===== config.mk =====
export PLATFORM = sky130hd
export DESIGN_NAME = jtag_regchain_dec
export DESIGN_NICKNAME = d
export VERILOG_FILES = /design/src/rtl/jrc_pkg.sv /design/src/rtl/jrc_frame_rx.sv /design/src/rtl/jrc_tdo_tx.sv /design/src/rtl/jrc_regfile.sv /design/src/rtl/jtag_regchain_dec.sv
export SDC_FILE = /design/constraint.sdc
export NUM_CORES = 1
export LEC_CHECK = 0
export BUFFER_PORTS_ARGS = -buffer_cell sky130_fd_sc_hd__clkbuf_2
export CAP_MARGIN = 20
export CORE_MARGIN = 3
export CORE_UTILIZATION = 57
export CTS_CLUSTER_SIZE = 14
export DETAILED_ROUTE_END_ITERATION = 7
export PLACE_DENSITY_LB_ADDON = 0.2
export SETUP_SLACK_MARGIN = 0.2
export SKIP_CTS_REPAIR_TIMING = 1
export SYNTH_ARGS = -nofsm -noshare
export SYNTH_HDL_FRONTEND = slang
export SYNTH_SLANG_ARGS = --single-unit

===== constraint.sdc =====
create_clock -name clk -period 4.2 [get_ports clk]
set_input_delay 1.26 -clock clk [delete_from_list [all_inputs] [get_ports clk]]
set_output_delay 1.26 -clock clk [all_outputs]
set_load 0.05 [all_outputs]

===== src/rtl/jrc_pkg.sv =====
package jrc_pkg;

  localparam int CRC_W = 8;

  // One serial CRC step: shift left, fold the feedback bit through the polynomial.
  function automatic logic [CRC_W-1:0] crc_step(input logic [CRC_W-1:0] c,
                                                input logic b,
                                                input logic [CRC_W-1:0] poly);
    logic fb;
    fb = c[CRC_W-1] ^ b;
    return {c[CRC_W-2:0], 1'b0} ^ ({CRC_W{fb}} & poly);
  endfunction

endpackage


===== src/rtl/jrc_frame_rx.sv =====
module jrc_frame_rx
  import jrc_pkg::*;
#(
  parameter int              SR_W = 46,
  parameter int              CNT_W = 6,
  parameter logic [CRC_W-1:0] POLY = 8'h07
) (
  input  logic              clk,
  input  logic              rst,
  input  logic              capture,
  input  logic              shift,
  input  logic              tdi,
  input  logic [CNT_W-1:0]  cover_len,
  output logic [SR_W-1:0]   sr,
  output logic [CNT_W-1:0]  bit_cnt,
  output logic [CRC_W-1:0]  crc_calc
);

  // Bits enter at the top and walk down, so after a full frame the first
  // bit shifted sits at index 0 and the CRC field occupies the top bits.
  always_ff @(posedge clk) begin
    if (rst) begin
      sr       <= '0;
      bit_cnt  <= '0;
      crc_calc <= '0;
    end else if (capture) begin
      bit_cnt  <= '0;
      crc_calc <= '0;
    end else if (shift) begin
      sr <= {tdi, sr[SR_W-1:1]};
      if (bit_cnt != '1)
        bit_cnt <= bit_cnt + 1'b1;
      if (bit_cnt < cover_len)
        crc_calc <= crc_step(crc_calc, tdi, POLY);
    end
  end

endmodule


===== src/rtl/jrc_tdo_tx.sv =====
module jrc_tdo_tx
  import jrc_pkg::*;
#(
  parameter int              DATA_W = 32,
  parameter logic [CRC_W-1:0] POLY = 8'h07
) (
  input  logic              clk,
  input  logic              rst,
  input  logic              capture,
  input  logic              shift,
  input  logic              active,
  input  logic [DATA_W-1:0] load_data,
  output logic              tdo
);

  localparam int TOTAL  = DATA_W + CRC_W;
  localparam int OCNT_W = $clog2(TOTAL + 1);

  logic [DATA_W-1:0] osr;
  logic [OCNT_W-1:0] ocnt;
  logic [CRC_W-1:0]  ocrc;

  always_ff @(posedge clk) begin
    if (rst) begin
      osr  <= '0;
      ocnt <= '0;
      ocrc <= '0;
      tdo  <= 1'b0;
    end else if (capture) begin
      osr  <= load_data;
      ocnt <= '0;
      ocrc <= '0;
      tdo  <= 1'b0;
    end else if (shift && active) begin
      if (ocnt < OCNT_W'(DATA_W)) begin
        tdo  <= osr[0];
        ocrc <= crc_step(ocrc, osr[0], POLY);
        osr  <= osr >> 1;
      end else if (ocnt < OCNT_W'(TOTAL)) begin
        tdo  <= ocrc[0];
        ocrc <= ocrc >> 1;
      end else begin
        tdo <= 1'b0;
      end
      if (ocnt != '1)
        ocnt <= ocnt + 1'b1;
    end else begin
      tdo <= 1'b0;
    end
  end

endmodule


===== src/rtl/jrc_regfile.sv =====
module jrc_regfile #(
  parameter int DATA_W = 32,
  parameter int ADDR_W = 5,
  parameter int NREG   = 6
) (
  input  logic              clk,
  input  logic              rst,
  input  logic              we,
  input  logic [ADDR_W-1:0] waddr,
  input  logic [DATA_W-1:0] wdata,
  input  logic [ADDR_W-1:0] raddr,
  output logic [DATA_W-1:0] rdata
);

  logic [DATA_W-1:0] regs [NREG];

  for (genvar g = 0; g < NREG; g++) begin : g_reg
    always_ff @(posedge clk) begin
      if (rst)
        regs[g] <= '0;
      else if (we && waddr == ADDR_W'(g))
        regs[g] <= wdata;
    end
  end

  // Unmapped addresses read as all ones.
  always_comb begin
    rdata = '1;
    for (int i = 0; i < NREG; i++)
      if (raddr == ADDR_W'(i))
        rdata = regs[i];
  end

endmodule


===== src/rtl/jtag_regchain_dec.sv =====
module jtag_regchain_dec
  import jrc_pkg::*;
#(
  parameter int               ADDR_W      = 5,
  parameter int               DATA_W      = 32,
  parameter int               CHAIN_W     = 4,
  parameter int               NREG        = 6,
  parameter logic [3:0]       REG_CHAIN   = 4'h4,
  parameter logic [3:0]       CHAIN_RESET = 4'hF,
  parameter logic [CRC_W-1:0] CRC_POLY    = 8'h07
) (
  input  logic               clk,
  input  logic               rst,
  input  logic               capture_dr,
  input  logic               shift_dr,
  input  logic               update_dr,
  input  logic               sel_chain,
  input  logic               sel_debug,
  input  logic               tdi,
  output logic               tdo,
  output logic [CHAIN_W-1:0] chain_id,
  output logic               crc_err
);

  localparam int REG_FRAME = ADDR_W + 1 + DATA_W + CRC_W;
  localparam int CHN_FRAME = CHAIN_W + CRC_W;
  localparam int SR_W      = REG_FRAME;
  localparam int CNT_W     = $clog2(REG_FRAME + 1);

  logic [SR_W-1:0]   sr;
  logic [CNT_W-1:0]  bit_cnt;
  logic [CRC_W-1:0]  crc_calc;
  logic [CNT_W-1:0]  cover_len;
  logic              dbg_act;
  logic              len_ok;
  logic              frame_ok;
  logic [CRC_W-1:0]  crc_field;
  logic [CHAIN_W-1:0] chain_field;
  logic [ADDR_W-1:0] f_addr;
  logic              f_rw;
  logic [DATA_W-1:0] f_data;

  logic [CHAIN_W-1:0] chain_q;
  logic               err_q;
  logic               pend_wr;
  logic [ADDR_W-1:0]  pend_addr;
  logic [DATA_W-1:0]  pend_data;
  logic [DATA_W-1:0]  rd_latch;
  logic [DATA_W-1:0]  rf_rdata;

  assign dbg_act   = sel_debug && !sel_chain && (chain_q == CHAIN_W'(REG_CHAIN));
  assign cover_len = sel_chain ? CNT_W'(CHN_FRAME - CRC_W) : CNT_W'(REG_FRAME - CRC_W);
  assign len_ok    = sel_chain ? (bit_cnt == CNT_W'(CHN_FRAME)) : (bit_cnt == CNT_W'(REG_FRAME));

  assign crc_field   = sr[SR_W-1 -: CRC_W];
  assign chain_field = sr[SR_W-CRC_W-1 -: CHAIN_W];
  assign f_addr      = sr[ADDR_W-1:0];
  assign f_rw        = sr[ADDR_W];
  assign f_data      = sr[ADDR_W+1 +: DATA_W];
  assign frame_ok    = len_ok && (crc_calc == crc_field);

  jrc_frame_rx #(
    .SR_W  (SR_W),
    .CNT_W (CNT_W),
    .POLY  (CRC_POLY)
  ) i_rx (
    .clk       (clk),
    .rst       (rst),
    .capture   (capture_dr),
    .shift     (shift_dr),
    .tdi       (tdi),
    .cover_len (cover_len),
    .sr        (sr),
    .bit_cnt   (bit_cnt),
    .crc_calc  (crc_calc)
  );

  jrc_regfile #(
    .DATA_W (DATA_W),
    .ADDR_W (ADDR_W),
    .NREG   (NREG)
  ) i_rf (
    .clk   (clk),
    .rst   (rst),
    .we    (pend_wr),
    .waddr (pend_addr),
    .wdata (pend_data),
    .raddr (f_addr),
    .rdata (rf_rdata)
  );

  jrc_tdo_tx #(
    .DATA_W (DATA_W),
    .POLY   (CRC_POLY)
  ) i_tx (
    .clk       (clk),
    .rst       (rst),
    .capture   (capture_dr),
    .shift     (shift_dr),
    .active    (dbg_act),
    .load_data (rd_latch),
    .tdo       (tdo)
  );

  // Frame commit: chain latch, error flag, write staging and read latch.
  always_ff @(posedge clk) begin
    if (rst) begin
      chain_q   <= CHAIN_W'(CHAIN_RESET);
      err_q     <= 1'b0;
      pend_wr   <= 1'b0;
      pend_addr <= '0;
      pend_data <= '0;
      rd_latch  <= '0;
    end else begin
      pend_wr <= 1'b0;
      if (update_dr) begin
        if (sel_chain) begin
          err_q <= !frame_ok;
          if (frame_ok)
            chain_q <= chain_field;
        end else if (dbg_act) begin
          err_q <= !frame_ok;
          if (frame_ok) begin
            if (f_rw) begin
              pend_wr   <= 1'b1;
              pend_addr <= f_addr;
              pend_data <= f_data;
            end else begin
              rd_latch <= rf_rdata;
            end
          end
        end
      end
    end
  end

  assign chain_id = chain_q;
  assign crc_err  = err_q;

endmodule


==> results by group, run 1 <==
CTS
  – Clk buf depth: 3
  – Clk pin slew, worst setup/hold paths: around 0.060 ns
  – Num CTS Buffers: 39
  – Clk root buf: clkbuf_16
  – H-tree Lvls: 2
  – TritonCTS Sinks: 374
  – Clk_lat worst skew: ~0.52 ns
  – CTS tree: built

Die
  – Num rows: 60
  – Die area: between 20000 and 30000 um2
  – Initial Utilization: 58.48%
  – Die Ht: 173.0 um
  – # IOs: 14
  – Placeable Area: roughly 27000 um2
  – DIE WIDTH: roughly 170 um

Critical path
  – Critical path class: in -> reg
  – Slowest cell on the critical path: or4_1
  – Instance count on the critical path: 9
  – WP data arrival: around 3.7 ns
  – Worst Path Required: about 4.6 ns
  – Max incr delay on CP: 0.72 ns
  – Buf/Inv on CP: 3
  – Reg2reg path depth: 6
  – CP Cell Sequence: clkbuf_2 -> inv_1 -> ha_1 -> nand4bb_1 -> or4_1 -> or4_1 -> buf_4 -> nand2_1 -> a21oi_1
  – CP endpoint kind: register
  – Most frequent CP cell: or4_1
  – CP delay by family, top: simple AND/OR/NAND/NOR gates
  – Peak fanout along the critical path: 37
  – Startpoint Class: input pin

Timing
  – Setup Skew: 0.008573 ns
  – Final period util: about four fifths
  – Hold Slack: ~0.46 ns
  – Post-route setup TNS: 0 ns
  – Minimum clock period after layout: roughly 3.3 ns
  – Setup violators final: 0
  – Unrepaired setup endpoints after global routing: false
  – Final hold vios: 0
  – Worst-margin pin slew: between 1 and 1.5 ns
  – Max frequency: between 300 and 400 MHz
  – Relative slew margins: roughly a quarter
  – Max Slew Vio Count: 0

Power
  – P per Cell Area: between 400 and 500 nW/um2
  – Clk pwr share: between 40 and 50%
  – Switching power total: about 1.5 mW
  – Maximum vdd drop: approximately 360 uV
  – Part of the power in combinational logic: under 10%
  – Sequential Power Share: a little over half
  – Internal power: ~6 mW
  – Switching Fraction: approximately 20%
  – Leak Pwr: slightly above 6 nW

Logic synthesis
  – Most frequent cell after synthesis: nand2_1
  – Syn avg cell area: about 11 um2
  – Synth Register Bits: 374
  – Share of synthesized registers carrying an async set or reset: 0%
  – Post-synth top area cell: edfxtp_1
  – Most used flip-flop cell after synthesis: edfxtp_1
  – Cell area after synthesis: between 15000 and 20000 um2
  – Unique cell type count in the Yosys netlist: 51
  – Post-synth net total: between 1k and 1.5k
  – Sequential element share of the synthesized area: 59.20%
  – Mapped Cells: around 1.4k
  – Synth top area share: a little over a third
  – Commonest cells in the netlist: 216 x nand2_1, 192 x and2_1, 192 x edfxtp_1, 182 x dfxtp_1, 101 x nor2_1
  – Synth area leaders: edfxtp_1 36%, dfxtp_1 23%, and2_1 7.6%, nand2_1 5.1%, mux4_2 4.1%
  – Yosys warns: 0
  – Post-synth EDFFs: approximately 190

Placed design
  – Post-DP Area: about 16000 um2
  – Detailed Place HPWL: between 20000 and 25000 um
  – # port buffers: 13
  – RePlAce Congestion: approximately 0.76

Global routing
  – Largest net degree at the start of global routing: approximately 150
  – GRT Overall Usage: 24.02%
  – Grt total ovfl: 0
  – Antenna violations before repair: 0
  – Vias in the first global route: around 10k
  – First-pass GRT wire length: 57210 um

Routing
  – Routed wire length per instance: just under 20 um
  – Vias: 10.40k
  – Post-route ant nets: 0
  – Routed WL: 35700 um
  – Drt first pass iters: 5
  – Iteration-0 DRC count of the detailed router: slightly below 1k
  – Vias/cell: roughly 5.7
  – Residual DRC: 0

Cells and area
  – Final non-filler cell area: around 18000 um2
  – Antenna cell count: 0
  – Fillers: approximately 2.2k
  – Share of cells above drive strength 1: about 13%
  – Nets: between 1k and 1.5k
  – Fin util: between 60% and 70%
  – Area delta synth->final: 10.16%

Worst hold path
  – Worst Hold Class: reg -> reg
  – Hold path cells: 2

Flow run
  – Max cap viols: 0

Outcome
  – Outcome: completed
-- cell usage in the layout, fill, tap and decap left out, types with 4 or more instances in the layout --
cell         n
and2_1     192
nor2_1     100
nand3_1      5
a21oi_1     98
mux4_2      29
inv_1        5
nor2b_1     11
xor2_1       6
a211o_1      4
nand4_1      4
clkbuf_2    12
clkbuf_16   41
and3_1      31
buf_4       26
clkbuf_1    11
mux2i_1     46
dfxtp_1    181
nand2_1    216
xnor2_1     18
edfxtp_1   192
nor3_2       7
a21o_1      29
nor3_1      29
o21ai_0     39
clkinv_1    11
mux2_2      34
ha_1         4
-- layer usage --
metal	global-route usage, %	wire, um	vias up
met5	0	0	-
met1	33.57	15680	5127
met4	7.297	897	0
met2	39.12	16800	324
li1	-	-	4877
met3	3.755	2316	67
-- worst paths after layout --
check | startpoint | to | slack, ns
worst max-delay path | sel_chain | pend_data[6] | 0.89
worst min-delay path | rd_latch[31] | i_tx.osr[31] | 0.46
worst max register to register | pend_addr[3] | i_rf.regs[2][58] | 1.02
worst min register to register | rd_latch[31] | i_tx.osr[31] | 0.46
-- kinds of logic after synthesis --
family,Yosys count,share of synthesized area [%]
AND/OR/NAND/NOR,624,19.89
adder cells (fa/ha/maj),4,0.3149
flip-flops,374,59.20
multiplexers,109,9.416
buffers and inverters,103,3.102
XOR/XNOR,24,1.323
AO/OA/AOI/OAI,185,6.755
-- state kept, by name (all words and copies together), names as in the netlist --
name and flops:
i_rx.bit_cnt 6, crc_err 1, i_rx.crc_calc 8, chain_id 4, pend_data 32, i_tx.osr 32, i_tx.tdo 1, i_tx.ocrc 8
rd_latch 32, pend_addr 5, pend_wr 1, i_tx.ocnt 6, i_rf.regs 192, i_rx.sr 46
-- stage by stage --
stage                     std cells  power, mW  worst slack, ns
after global routing           1810      7.706           0.7765
after floorplan                1423      4.152           0.8678
after detailed placement       1739      4.228           0.3979
after global placement         1739      4.221           0.4713
final                          1810      7.483           0.8870
after CTS                      1810      7.536           0.9151
-- power by group through the flow --
stage | Combinational, mW | Sequential (mW) | Clock, mW
floorplan | 0.127 | 4.03 | 0
global placement | 0.194 | 4.03 | 0
detailed placement | 0.195 | 4.03 | 0
CTS | 0.196 | 3.95 | 3.39
global route | 0.209 | 3.96 | 3.54
finish | 0.195 | 3.95 | 3.33
-- area by class of cell --
class                      instances  area (um2)  share of cell area, %
clock buffer                      53        1081                  6.175
clock inverter                    18       153.9                 0.8790
tap                              372       465.4                  2.658
multi-input combinational        946        6052                  34.57
sequential                       374        9410                  53.75
timing repair buffer              42       326.6                  1.865
inverter                           5       18.77                 0.1072
-- worst min-delay path: stages (launching register included) --
cell and delay, ns:
dfxtp_1 0.31, nand2_1 0.05, a21oi_1 0.05
No activity file was read; power rests on OpenSTA's default activity.
==> run 2: changes to the inputs <==
Clock period 4.2 ns to 3.4 ns, I/O delays scaled along.
==> run 2 against run 1 <==
Clock power rose by 27%. First-iteration DRC count shrank 18%. Design area rose by 0.66%. Sequential power rose by 24%. Sequential share of layout area shrank 0.35 points. Utilization up 0.43 points. Sequential cell count stayed put. Critical path type unchanged. Largest cell class unchanged. Largest power group unchanged. Highest routed layer unchanged.
==> results by group, run 2 (synthesis gave the netlist of run 1 again) <==
Cells and area
  – Final non-filler cell area: 17620 um2 (was 17510 um2)
  – Largest register FFs: 192 (unchanged)
  – Nets: 1423 (was 1420)
  – Largest reg by FF count: i_rf.regs (unchanged)
  – Top Registers: i_rf.regs x192, i_rx.sr x46 (unchanged)
  – Most common cell after layout, fill and taps aside: nand2_1 (unchanged)
  – FF/Latch Area: 9410 um2 (unchanged)
  – Area delta synth->final: 10.90% (was 10.16%)
  – Fillers: 2115 (was 2178)
  – Antenna cell count: 0 (unchanged)
  – Share of cells above drive strength 1: 13.87% (was 12.66%)
  – Fin util: 64.85% (was 64.42%)
  – Multi-input logic area: 6045 um2 (was 6052 um2)
  – Post-Layout Cell Count: 1814 (was 1810)
  – Most frequent cells in the layout: 216 x nand2_1, 192 x and2_1, 192 x edfxtp_1 (unchanged)

Timing
  – Setup violators final: 0 (unchanged)
  – Post-route setup TNS: 0 ns (unchanged)
  – Max frequency: approximately 350 MHz
  – Relative slew margins: 29.07% (was 25.30%)
  – Minimum clock period after layout: around 2.9 ns
  – Unrepaired setup endpoints after global routing: false (unchanged)
  – Setup Skew: 0.01289 ns (was 0.008573 ns)
  – Worst-margin pin slew: 1.064 ns (was 1.116 ns)
  – Final period util: a little over four fifths
  – Max Slew Vio Count: 0 (unchanged)
  – Final hold vios: 0 (unchanged)

CTS
  – TritonCTS Sinks: 374 (unchanged)
  – Clk root buf: clkbuf_16 (unchanged)
  – Clk pin slew, worst setup/hold paths: 0.06 ns (about the same)
  – H-tree Lvls: 2 (unchanged)
  – Clk buf depth: 3 (unchanged)
  – Num CTS Buffers: 39 (unchanged)
  – CTS tree: built (unchanged)
  – Clk_lat worst skew: 0.53 ns (was 0.52 ns)

Power
  – Total Power: 9.352 mW (was 7.483 mW)
  – P per Cell Area: 530.7 nW/um2 (was 427.4 nW/um2)
  – Leak Pwr: 6.157 nW (was 6.071 nW)
  – Maximum vdd drop: 421.3 uV (was 355.3 uV)

Die
  – Num rows: 60 (unchanged)
  – Placeable Area: 27180 um2 (unchanged)
  – # IOs: 14 (unchanged)
  – Initial Utilization: 58.48% (unchanged)
  – Die area: 29920 um2 (unchanged)
  – Die Ht: 173.0 um (unchanged)
  – DIE WIDTH: 173.0 um (unchanged)

Global routing
  – Grt total ovfl: 0 (unchanged)
  – Antenna violations before repair: 0 (unchanged)
  – Vias in the first global route: 9870 (was 10.28k)
  – GRT Overall Usage: 22.42% (was 24.02%)
  – First-pass GRT wire length: 54280 um (was 57210 um)
  – Largest net degree at the start of global routing: 142 (was 146)

Critical path
  – Worst Path Required: 3.77 ns (was 4.57 ns)
  – Critical path class: in -> reg (unchanged)
  – Startpoint Class: input pin (unchanged)
  – CP startpoint: sel_chain (unchanged)
  – Reg2Reg Launch Point: i_rx.bit_cnt[1] (was pend_addr[3])
  – CP endpoint kind: register (unchanged)
  – WP data arrival: 3.24 ns (was 3.68 ns)
  – Peak fanout along the critical path: 64 (was 37)

Routing
  – Post-route ant nets: 0 (unchanged)
  – Residual DRC: 0 (unchanged)
  – Iteration-0 DRC count of the detailed router: 796 (was 968)
  – Routed wire length per instance: 18.50 um (was 19.72 um)
  – Vias/cell: 5.597 (was 5.743)
  – Routed WL: 33550 um (was 35700 um)
  – Drt first pass iters: 5 (unchanged)
  – Vias: 10.15k (was 10.40k)

Placed design
  – RePlAce Congestion: 0.8017 (was 0.7577)
  – # port buffers: 13 (unchanged)
  – Dpl cells: 1742 (was 1739)
  – Post-DP Area: 16330 um2 (was 16270 um2)
  – Detailed Place HPWL: 19920 um (was 20730 um)

Worst hold path
  – Worst Hold Class: reg -> reg (unchanged)
  – Hold path start: pend_addr[3] (was rd_latch[31])

Outcome
  – Outcome: completed (unchanged)

Flow run
  – Max cap viols: 0 (unchanged)
-- run 2: stage by stage --
stage / worst slack, ns / hold WS (ns)
global placement: 0.08447 / 0.4352
finish: 0.5378 / 0.4472
detailed placement: -0.002676 / 0.4437
CTS: 0.5517 / 0.4525
global route: 0.4020 / 0.4827
floorplan: 0.3078 / 0.4271
-- run 2: path summary, 6_finish.rpt --
check        cells past startpoint            to  slack [ns]
min                              2  pend_addr[3]        0.45
max                             10  rd_latch[22]        0.54
max reg2reg                      9  rd_latch[22]        0.78
min reg2reg                      2  pend_addr[3]        0.45
-- run 2: report_power, final --
group / leakage (nW) / switching [mW] / internal [mW]
clock: 0.652 / 1.70 / 2.53
combinational: 2.22 / 0.171 / 0.0712
sequential: 3.29 / 0.0349 / 4.85
total: 6.16 / 1.91 / 7.45
-- run 2: critical path: stages --
cell       delay, ns
clkbuf_2        0.13
inv_1           0.05
ha_1            0.28
nand4bb_1       0.12
or4_1           0.55
buf_4           0.20
nor4_4          0.32
buf_12          0.27
nor2b_1         0.20
a211oi_2        0.08
-- run 2: metal layers --
layer	global-route usage, %	routed length, um	vias up
met3	3.887	2048	35
met4	4.392	394	0
met5	0	0	-
met1	32.22	15270	4945
met2	36.39	15840	265
li1	-	-	4908
-- run 2: layout make-up --
| cell class | count | area share [%] |
|---|---|---|
| flip-flops and latches | 374 | 53.39 |
| multi-input cells | 946 | 34.30 |
| clock buffers | 60 | 6.815 |
| well taps | 372 | 2.641 |
| repair buffers | 45 | 2.194 |
| clock inverters | 12 | 0.5537 |
| inverters | 5 | 0.1065 |
